==> src/rtl/dptrk_pkg.sv <==
// Shared state codes and flag bit positions for the data path tracker.
package dptrk_pkg;
    typedef enum logic [2:0] {
        ST_IDLE = 3'd0,
        ST_SEND = 3'd1,
        ST_RECV = 3'd2,
        ST_BUSY = 3'd3,
        ST_WACK = 3'd4
    } dp_state_t;

    localparam int FLG_DEND = 0;
    localparam int FLG_DTMO = 1;
    localparam int FLG_ATMO = 2;
    localparam int FLG_N    = 3;
endpackage

==> src/rtl/dptrk_timer.sv <==
// Down-counting timeout timer.
// Loads the period on load. While run is high it decrements once per tick
// and stops at zero. Expired is high while running with a zero count.
// Assumes load is only raised on entry into the covered state.
module dptrk_timer #(
    parameter int W = 8
) (
    input  logic         clk,
    input  logic         rst_n,
    input  logic         load,
    input  logic [W-1:0] period,
    input  logic         run,
    input  logic         tick,
    output logic         expired
);
    logic [W-1:0] cnt_q;

    // Reload on entry, otherwise count down on bus ticks while running.
    always_ff @(posedge clk) begin
        if (!rst_n)
            cnt_q <= '0;
        else if (load)
            cnt_q <= period;
        else if (run && tick && (cnt_q != '0))
            cnt_q <= cnt_q - 1'b1;
    end

    assign expired = run && (cnt_q == '0);

    AST_TMR_HOLD_NO_TICK: assert property (@(posedge clk) disable iff (!rst_n)
        (!tick && !load) |=> $stable(cnt_q));
    AST_TMR_NO_WRAP: assert property (@(posedge clk) disable iff (!rst_n)
        (!load) |=> (cnt_q <= $past(cnt_q)));
endmodule

==> src/rtl/dptrk_bytes.sv <==
// Remaining-byte counter.
// Loads the transfer length. While active, each beat subtracts BEAT_BYTES,
// or the remainder if it is smaller, so the count never wraps.
module dptrk_bytes #(
    parameter int LEN_W      = 12,
    parameter int BEAT_BYTES = 4
) (
    input  logic             clk,
    input  logic             rst_n,
    input  logic             load,
    input  logic [LEN_W-1:0] len,
    input  logic             active,
    input  logic             beat,
    output logic [LEN_W-1:0] count,
    output logic             zero
);
    localparam logic [LEN_W-1:0] STEP = LEN_W'(BEAT_BYTES);

    logic [LEN_W-1:0] cnt_q;

    // Load on start, subtract a clamped step per data beat.
    always_ff @(posedge clk) begin
        if (!rst_n)
            cnt_q <= '0;
        else if (load)
            cnt_q <= len;
        else if (active && beat)
            cnt_q <= (cnt_q > STEP) ? (cnt_q - STEP) : '0;
    end

    assign count = cnt_q;
    assign zero  = (cnt_q == '0);

    AST_CNT_NO_RISE: assert property (@(posedge clk) disable iff (!rst_n)
        (!load) |=> (cnt_q <= $past(cnt_q)));
    AST_CNT_IDLE_HOLD: assert property (@(posedge clk) disable iff (!rst_n)
        (!load && !active) |=> $stable(cnt_q));
endmodule

==> src/rtl/dptrk_seq.sv <==
// Data path sequencer.
// Walks Idle -> send/receive wait -> (send: ack wait -> busy) -> Idle.
// Produces load/run controls for the counters and the sticky outcome flags.
// A timeout takes priority over completion in the same cycle.
module dptrk_seq
    import dptrk_pkg::*;
(
    input  logic             clk,
    input  logic             rst_n,
    input  logic             start,
    input  logic             dir_rx,
    input  logic             len_zero,
    input  logic             bytes_zero,
    input  logic             ack_ok,
    input  logic             card_busy,
    input  logic             dtmr_exp,
    input  logic             atmr_exp,
    input  logic [FLG_N-1:0] flag_clr,
    output dp_state_t        state,
    output logic [FLG_N-1:0] flags,
    output logic             byte_load,
    output logic             byte_active,
    output logic             dtmr_load,
    output logic             dtmr_run,
    output logic             atmr_load,
    output logic             atmr_run
);
    dp_state_t        st_q, nxt;
    logic [FLG_N-1:0] flg_q, flg_set;

    // Next-state and flag-set decode.
    always_comb begin
        nxt     = st_q;
        flg_set = '0;
        case (st_q)
            ST_IDLE: if (start) begin
                if (len_zero) flg_set[FLG_DEND] = 1'b1;
                else          nxt = dir_rx ? ST_RECV : ST_SEND;
            end
            ST_SEND: if (bytes_zero) nxt = ST_WACK;
            ST_RECV: begin
                if (dtmr_exp) begin
                    nxt = ST_IDLE; flg_set[FLG_DTMO] = 1'b1;
                end else if (bytes_zero) begin
                    nxt = ST_IDLE; flg_set[FLG_DEND] = 1'b1;
                end
            end
            ST_WACK: begin
                if (atmr_exp) begin
                    nxt = ST_IDLE; flg_set[FLG_ATMO] = 1'b1;
                end else if (ack_ok) begin
                    nxt = ST_BUSY;
                end
            end
            ST_BUSY: begin
                if (dtmr_exp) begin
                    nxt = ST_IDLE; flg_set[FLG_DTMO] = 1'b1;
                end else if (!card_busy) begin
                    nxt = ST_IDLE; flg_set[FLG_DEND] = 1'b1;
                end
            end
            default: nxt = ST_IDLE;
        endcase
    end

    // State register.
    always_ff @(posedge clk) begin
        if (!rst_n) st_q <= ST_IDLE;
        else        st_q <= nxt;
    end

    // Sticky flags: clear per bit, set wins.
    always_ff @(posedge clk) begin
        if (!rst_n) flg_q <= '0;
        else        flg_q <= (flg_q & ~flag_clr) | flg_set;
    end

    assign byte_load   = (st_q == ST_IDLE) && start && !len_zero;
    assign byte_active = (st_q == ST_SEND) || (st_q == ST_RECV);
    assign dtmr_run    = (st_q == ST_RECV) || (st_q == ST_BUSY);
    assign dtmr_load   = ((nxt == ST_RECV) || (nxt == ST_BUSY)) && !dtmr_run;
    assign atmr_run    = (st_q == ST_WACK);
    assign atmr_load   = (nxt == ST_WACK) && !atmr_run;
    assign state       = st_q;
    assign flags       = flg_q;

    AST_START_ENTERS: assert property (@(posedge clk) disable iff (!rst_n)
        (st_q == ST_IDLE && start && !len_zero) |=> (st_q == ST_SEND || st_q == ST_RECV));
    AST_DTMO_NO_DEND: assert property (@(posedge clk) disable iff (!rst_n)
        (dtmr_exp) |=> (flg_q[FLG_DTMO] && st_q == ST_IDLE && (flg_q[FLG_DEND] <= $past(flg_q[FLG_DEND]))));
    AST_ATMO_SET: assert property (@(posedge clk) disable iff (!rst_n)
        (atmr_exp) |=> (flg_q[FLG_ATMO] && st_q == ST_IDLE));
    AST_FLAG_STICKY: assert property (@(posedge clk) disable iff (!rst_n)
        1'b1 |=> ((flg_q & $past(flg_q & ~flag_clr)) == $past(flg_q & ~flag_clr)));
    AST_ZERO_LEN_IDLE: assert property (@(posedge clk) disable iff (!rst_n)
        (st_q == ST_IDLE && start && len_zero) |=> (st_q == ST_IDLE && flg_q[FLG_DEND]));
endmodule

==> src/rtl/data_path_tracker.sv <==
// Top: byte counter, data timer and acknowledge timer around the sequencer.
// Assumes bus_ce is a single-cycle pulse per card bus clock period.
module data_path_tracker
    import dptrk_pkg::*;
#(
    parameter int LEN_W      = 12,
    parameter int TMO_W      = 8,
    parameter int BEAT_BYTES = 4
) (
    input  logic             clk,
    input  logic             rst_n,
    input  logic             bus_ce,
    input  logic             start,
    input  logic             dir_rx,
    input  logic [LEN_W-1:0] byte_len,
    input  logic [TMO_W-1:0] data_period,
    input  logic [TMO_W-1:0] ack_period,
    input  logic             data_beat,
    input  logic             ack_ok,
    input  logic             card_busy,
    input  logic [2:0]       flag_clr,
    output logic [2:0]       state,
    output logic [LEN_W-1:0] bytes_left,
    output logic [2:0]       flags
);
    dp_state_t st;
    logic byte_load, byte_active, bytes_zero;
    logic dtmr_load, dtmr_run, dtmr_exp;
    logic atmr_load, atmr_run, atmr_exp;

    dptrk_seq u_seq (
        .clk(clk), .rst_n(rst_n), .start(start), .dir_rx(dir_rx),
        .len_zero(byte_len == '0), .bytes_zero(bytes_zero),
        .ack_ok(ack_ok), .card_busy(card_busy),
        .dtmr_exp(dtmr_exp), .atmr_exp(atmr_exp), .flag_clr(flag_clr),
        .state(st), .flags(flags),
        .byte_load(byte_load), .byte_active(byte_active),
        .dtmr_load(dtmr_load), .dtmr_run(dtmr_run),
        .atmr_load(atmr_load), .atmr_run(atmr_run)
    );

    dptrk_bytes #(.LEN_W(LEN_W), .BEAT_BYTES(BEAT_BYTES)) u_bytes (
        .clk(clk), .rst_n(rst_n), .load(byte_load), .len(byte_len),
        .active(byte_active), .beat(data_beat),
        .count(bytes_left), .zero(bytes_zero)
    );

    dptrk_timer #(.W(TMO_W)) u_dtmr (
        .clk(clk), .rst_n(rst_n), .load(dtmr_load), .period(data_period),
        .run(dtmr_run), .tick(bus_ce), .expired(dtmr_exp)
    );

    dptrk_timer #(.W(TMO_W)) u_atmr (
        .clk(clk), .rst_n(rst_n), .load(atmr_load), .period(ack_period),
        .run(atmr_run), .tick(bus_ce), .expired(atmr_exp)
    );

    assign state = st;
endmodule

==> config.mk <==
export PLATFORM = sky130hd
export DESIGN_NAME = data_path_tracker
export DESIGN_NICKNAME = d
export VERILOG_FILES = /design/src/rtl/dptrk_pkg.sv /design/src/rtl/dptrk_timer.sv /design/src/rtl/dptrk_bytes.sv /design/src/rtl/dptrk_seq.sv /design/src/rtl/data_path_tracker.sv
export SDC_FILE = /design/constraint.sdc
export NUM_CORES = 1
export LEC_CHECK = 0
export BUFFER_PORTS_ARGS = -buffer_cell sky130_fd_sc_hd__buf_4
export CORE_MARGIN = 2
export CORE_UTILIZATION = 35
export DETAILED_ROUTE_END_ITERATION = 8
export PLACE_DENSITY_LB_ADDON = 0.25
export SYNTH_ARGS = -nofsm -noshare
export SYNTH_HDL_FRONTEND = slang
export SYNTH_SLANG_ARGS = --single-unit
==> constraint.sdc <==
create_clock -name clk -period 2.4 [get_ports clk]
set_input_delay 0 -clock clk [delete_from_list [all_inputs] [get_ports clk]]
set_output_delay 0 -clock clk [all_outputs]
set_load 0.01 [all_outputs]
# Yosys cells after proc, flatten, opt, wreduce, memory -nomap -nowiden
# Cells that the tools add are included.
# Widths: inputs -> output; s select.
[word_totals]
regBits = 34
out_inout_bits = 18
wordCells = 76
[op_classes]
add_sub_neg = 3
n_lt_le_gt_ge = 1
n_eq_ne = 7
muxes = 29
bitwise_logic = 3
n_reduce_logical = 28
[ops]
columns = ["op", "n"]
rows = [
  ["$mux 12", 3],
  ["$mux 8", 4],
  ["$mux 3", 9],
  ["$logic_not 12->1", 2],
  ["$logic_not 8->1", 2],
  ["$reduce_bool 8->1", 2],
  ["$sub 8x1->8 const B", 2],
  ["$pmux 3 s5", 1],
  ["$eq 3x2->1 const B", 4],
  ["$gt 12x3->1 const B", 1],
  ["$sub 12x3->12 const B", 1],
  ["$logic_and 1x1->1", 11],
  ["$mux 1", 10],
  ["$eq 3x3->1 const B", 2],
  ["$reduce_bool 2->1", 3],
  ["$and 3x3->3", 1],
  ["$eq 3x1->1 const B", 1],
  ["$logic_not 1->1", 3],
  ["$logic_not 3->1", 1],
  ["$logic_or 1x1->1", 3],
  ["$not 3->3", 1],
  ["$or 3x3->3", 1],
  ["$pmux 1 s3", 1],
  ["$mux 2", 1],
  ["$reduce_or 2->1", 1],
]

# Logic depth before layout (Yosys ltp)
[depth]
word_depth = 9
ltp_mapped = 8
depth_no_buf = 7

# Cells and area by module
# From an unflattened synthesis, not the netlist that was laid out.
[unflattened]
cells_unflattened = 265
area_unflattened_um2 = 2263.4
[modules_own_cells]
columns = ["mod", "n_inst", "cells_each", "area_each_um2", "seq_area_each_um2"]
rows = [
  ["dptrk_timer", 2, 60, 518.0, 160.2],
  ["dptrk_bytes", 1, 97, 780.7, 240.2],
  ["dptrk_seq", 1, 44, 421.7, 120.1],
  ["data_path_tracker", 1, 4, 25.0, 0.0],
]

# Worst setup path after synthesis
# OpenSTA, ideal clock, no wires.
[synth_timing]
kind = "register -> register"
startpoint = "register u_bytes.cnt_q[4], in the netlist u_bytes.count[4]"
endpoint = "register u_atmr.cnt_q[6]"
setup_ps = 132
arrival_time_ps = 1760
setup_slack_ps = 508
stages_incl_launch_ff = 7
path_buffers = 1
synth_period_minus_slack_ps = 1892
cell_sequence = "dfxtp_1 nor4_1 nand4_1 or4b_1 clkbuf_1 o21ai_0 a21oi_1"
[synth_between]
elab_chain_len = 7
[synth_lines]
columns = ["item", "line_no", "source"]
rows = [
  ["start, declared", "dptrk_bytes.sv:19", "logic [LEN_W-1:0] cnt_q;"],
  ["start signal, assigned", "dptrk_bytes.sv:26", "cnt_q <= len;"],
  ["start signal, assigned", "dptrk_bytes.sv:28", "cnt_q <= (cnt_q > STEP) ? (cnt_q - STEP) : '0;"],
  ["$logic_not 12->1 *", "dptrk_bytes.sv:32", "assign zero = (cnt_q == '0);"],
  ["$mux 3", "dptrk_seq.sv:44", "end else if (bytes_zero) begin"],
  ["$mux 3", "dptrk_seq.sv:42", "if (dtmr_exp) begin"],
  ["$pmux 3 s5 *", "dptrk_seq.sv:35", "case (st_q)"],
  ["$eq 3x3->1 *", "dptrk_seq.sv:83", "assign atmr_load = (nxt == ST_WACK) && !atmr_run;"],
  ["$logic_and 1x1->1 *", "dptrk_seq.sv:83", ""],
  ["$mux 8 or $reduce_bool 2->1 (tied branches)", "-", ""],
  ["end signal, assigned", "dptrk_timer.sv:23", "cnt_q <= period;"],
  ["end signal, assigned", "dptrk_timer.sv:25", "cnt_q <= cnt_q - 1'b1;"],
  ["end, declared", "dptrk_timer.sv:16", "logic [W-1:0] cnt_q;"],
]
# Mark *: on every way between the ends. The rest lies on a longest branch, timed or not.
# A chain may end at the register's enable or synchronous reset.

# Worst setup path after layout
[layout_timing]
startpoint = "input port byte_len[0]"
endpoint = "register u_dtmr.cnt_q[2]"
[layout_between]
elab_chain_len = 8
[layout_lines]
columns = ["item", "line_no", "source"]
rows = [
  ["start, declared", "data_path_tracker.sv:15", "input logic [LEN_W-1:0] byte_len,"],
  ["$logic_not 12->1 *", "data_path_tracker.sv:33", ".len_zero(byte_len == '0), .bytes_zero(bytes_zero),"],
  ["$mux 3 *", "dptrk_seq.sv:37", "if (len_zero) flg_set[FLG_DEND] = 1'b1;"],
  ["$mux 3 *", "dptrk_seq.sv:36", "ST_IDLE: if (start) begin"],
  ["$pmux 3 s5 *", "dptrk_seq.sv:35", ""],
  ["$eq 3x2->1", "dptrk_seq.sv:81", "assign dtmr_load = ((nxt == ST_RECV) || (nxt == ST_BUSY)) && !dtmr_run;"],
  ["$logic_or 1x1->1 *", "dptrk_seq.sv:81", ""],
  ["$logic_and 1x1->1 *", "dptrk_seq.sv:81", ""],
  ["$mux 8 or $reduce_bool 2->1 (tied branches)", "-", ""],
  ["end signal, assigned", "dptrk_timer.sv:23", ""],
  ["end signal, assigned", "dptrk_timer.sv:25", ""],
  ["end, declared", "dptrk_timer.sv:16", ""],
]
# Marked as above.

==> impl_results.md <==
* Status: finished clean
* Worst Setup End Kind: flop
* Port buffer count at 56
* Post-CTS sizing at 0
* WS Path Type: input pin to flop
* P_sw at between 0.0005 and 0.0006 W
* Non-Filler Instances at between 400 and 500
* Worst-Skew Late Latency at roughly 0.29 ns
* Vias in the first global route at 2071
* Pleak at around 1.2 nW
* Vias at 2159
* Site Rows at 28
* Routed WL at ~5700 um
* Layout cells sized above 1 at 26.61%
* Final setup viols at 0
* Post-synth net total at 297
* EDFF count, synth at 0
* CTS Buf Count at 5
* Clk Tree Root Cell: clkbuf_8
* Routed Antenna Nets at 0
* Hold wc startpoint: flag_clr[1]
* Max-slew violations at 0
* Post-Synthesis Cells at 251
* CP Data Required Time at 2.56 ns
* Max-Cap Viols at 0
* Startpoint types: input pin
* #FFs+latches synth at 34
* Worst Max-Slew Pin Slew at roughly 0.52 ns
* Width of the die at 81.04 um
* Core area at 5816 um2
* Final hold vios at 0
* Tmin final at roughly 2.3 ns
* Top-area cell type share of the netlist area at roughly 33%
* Synth area leaders: dfxtp_1 33%, a21oi_1 5.3%, o21ai_0 4.3%
* DRC Markers at 0
* Most common cell in the netlist: dfxtp_1
* Die area at roughly 6600 um2
* Clock buffer depth at 2
* Synth warn at 0
* CP Launch Point: byte_len[0]
* Initial antenna violation count at 0
* Sink Count at 34
* DRT met1 WL at 2588 um
* Combinational group share of total power at 27.0%
* Num ports at 57
* Routed WL per cell at roughly 14 um
* Tot GR Track Use at 18.55%
* Placed cell count at 383
* CP arrival at ~2.4 ns
* Slew margin rel. at 65.09%
* Critical R2R Launch: u_bytes.count[6]
* Register area share after synthesis at 32.77%
* Clock power frac at 36.0%
* Period utilization at between 90% and 100%
* Chip height at 81.04 um
* Worst vdd ir at 0.0004171 V
* GP Congestion at 0.8634
* Largest net degree at the start of global routing at 22
* Cell variety after synth at 58
* FMAX at 0.4416 GHz
* Met2 WL at 2698 um
* Yosys top cell by area: dfxtp_1
* Post-CTS Setup Bufs at 0
* P&R area growth vs syn at 38.31%
* Seq pwr share at between 30% and 40%
* Switch share at 29.77%
* Final setup TNS at 0 ns
* RSZ-0062 raised after global routing: false
* Main synth FF type: dfxtp_1
* Final Skew at 0.01256 ns
* DP Wirelength at 4314 um
* TritonCTS clock tree: done
* Max Used Layer: met4
* Initial Util at 35.71%
* Pre-Repair DR Iteration Count at 4
* # diodes at 0
* FILL cells at around 600
* Internal at between 0.001 and 0.0015 W
* H-tree Lvls at 2
* Vias per Instance at ~5.4
* Worst hold path type: input pin to flop
* Wire length on met3 at 286 um
* Avg Inst Size Synth at 8.275 um2
* Post-layout net count at about 370
* Pwr dens at between 600 and 700 nW/um2
* Crit-path max FO at 17
* Worst-path clk slew at 0.08 ns
* Top cells by count, synth: 34 x dfxtp_1, 22 x a21oi_1, 21 x nor2_1
* Async set-reset flop share out of synthesis at 0%
* Iteration-0 DRC count of the detailed router at 78
* Overflow after GRT at 0
* Mapped Area at 2077 um2
* Global-route wire length before repair at 9446 um
==> power by group through the flow <==
stage	Clock, W	Combinational [W]	Sequential, W
2_1_floorplan	0	0.000276	0.000672
3_3_place_gp	0	0.000468	0.000678
3_5_place_dp	0	0.000472	0.000678
4_1_cts	0.000661	0.000488	0.000666
5_1_grt	0.000683	0.000539	0.000676
6_report	0.000649	0.000487	0.000667
==> per-stage QoR <==
stage	utilization (%)	instance area, um2	hold slack [ns]	setup slack [ns]	total power (W)
after global placement	45.14	2625	0.2589	0.3565	0.001146
final	49.40	2873	0.01057	0.1356	0.001803
after floorplan	-	2077	0.1534	0.5079	0.0009480
after CTS	49.40	2873	0.002626	0.1429	0.001814
after detailed placement	45.14	2625	0.2544	0.2883	0.001150
after global routing	49.40	2873	0.01074	0.02580	0.001898
==> metal layers <==
metal	vias up	GRT usage, %
li1	1092	-
met1	999	23.30
met2	58	30.17
met3	10	4.333
met4	0	8.305
met5	-	0
==> sequential cells by signal, indices dropped and copies added, names as in the netlist <==
name           flops
u_seq.state        3
u_dtmr.cnt_q       8
u_bytes.count     12
u_seq.flags        3
u_atmr.cnt_q       8
==> cell type report <==
cell class / count / area (um2) / area share, %
clock buffer: 5 / 68.82 / 2.395
clock inverter: 3 / 68.82 / 2.395
inverter: 18 / 67.56 / 2.352
multi-input combinational: 189 / 1280 / 44.56
sequential: 34 / 680.7 / 23.69
tap: 75 / 93.84 / 3.267
timing repair buffer: 78 / 613.1 / 21.34
==> worst max-delay path, cell delays in order <==
cell and delay, ns:
dlygate4sd3_1 0.53, buf_4 0.13, or4_4 0.56, o31a_1 0.40, a32oi_4 0.49, nand3b_1 0.18, o311ai_0 0.14
==> worst paths after layout <==
check | end | slack [ns] | cells after the start
worst max register to register | u_atmr.cnt_q[6] | 0.28 | 5
worst max-delay path | u_dtmr.cnt_q[2] | 0.14 | 7
worst min register to register | u_seq.flags[1] | 0.49 | 2
worst min-delay path | u_seq.flags[1] | 0.01 | 4
==> placed cells by master (no fill, tap or decap), types with 3 or more instances in the layout <==
cell / n
nand2b_1: 4
xnor2_1: 3
nor3b_1: 4
nand2_1: 12
a21oi_1: 22
a31oi_1: 8
buf_4: 67
nor3_1: 8
dfxtp_1: 34
mux2i_1: 3
clkbuf_8: 5
nand4_1: 6
inv_1: 17
nand3_1: 7
nor2_1: 21
nand3b_1: 7
a211oi_2: 3
o211ai_1: 3
ha_1: 7
dlygate4sd3_1: 11
o21ai_0: 18
==> logic make-up (layout without fill, tap and decap cells) <==
logic type               Yosys count  count (layout)  synth area share [%]
XOR/XNOR                           5               5                 2.109
adder cells (fa/ha/maj)            7               7                 4.217
flip-flops                        34              34                 32.77
multiplexers                       3               3                 1.446
AO/OA/AOI/OAI                     81              81                 26.93
AND/OR/NAND/NOR                   93              93                 26.93
buffers and inverters             28             104                 5.602
==> repair_timing <==
| item | CTS | global route |
|---|---|---|
| hold buffers | 11 | 0 |
| setup endpoints to repair | 0 | 0 |
| hold endpoints to repair | 11 | 0 |
Power figures use the tool's default switching activity.
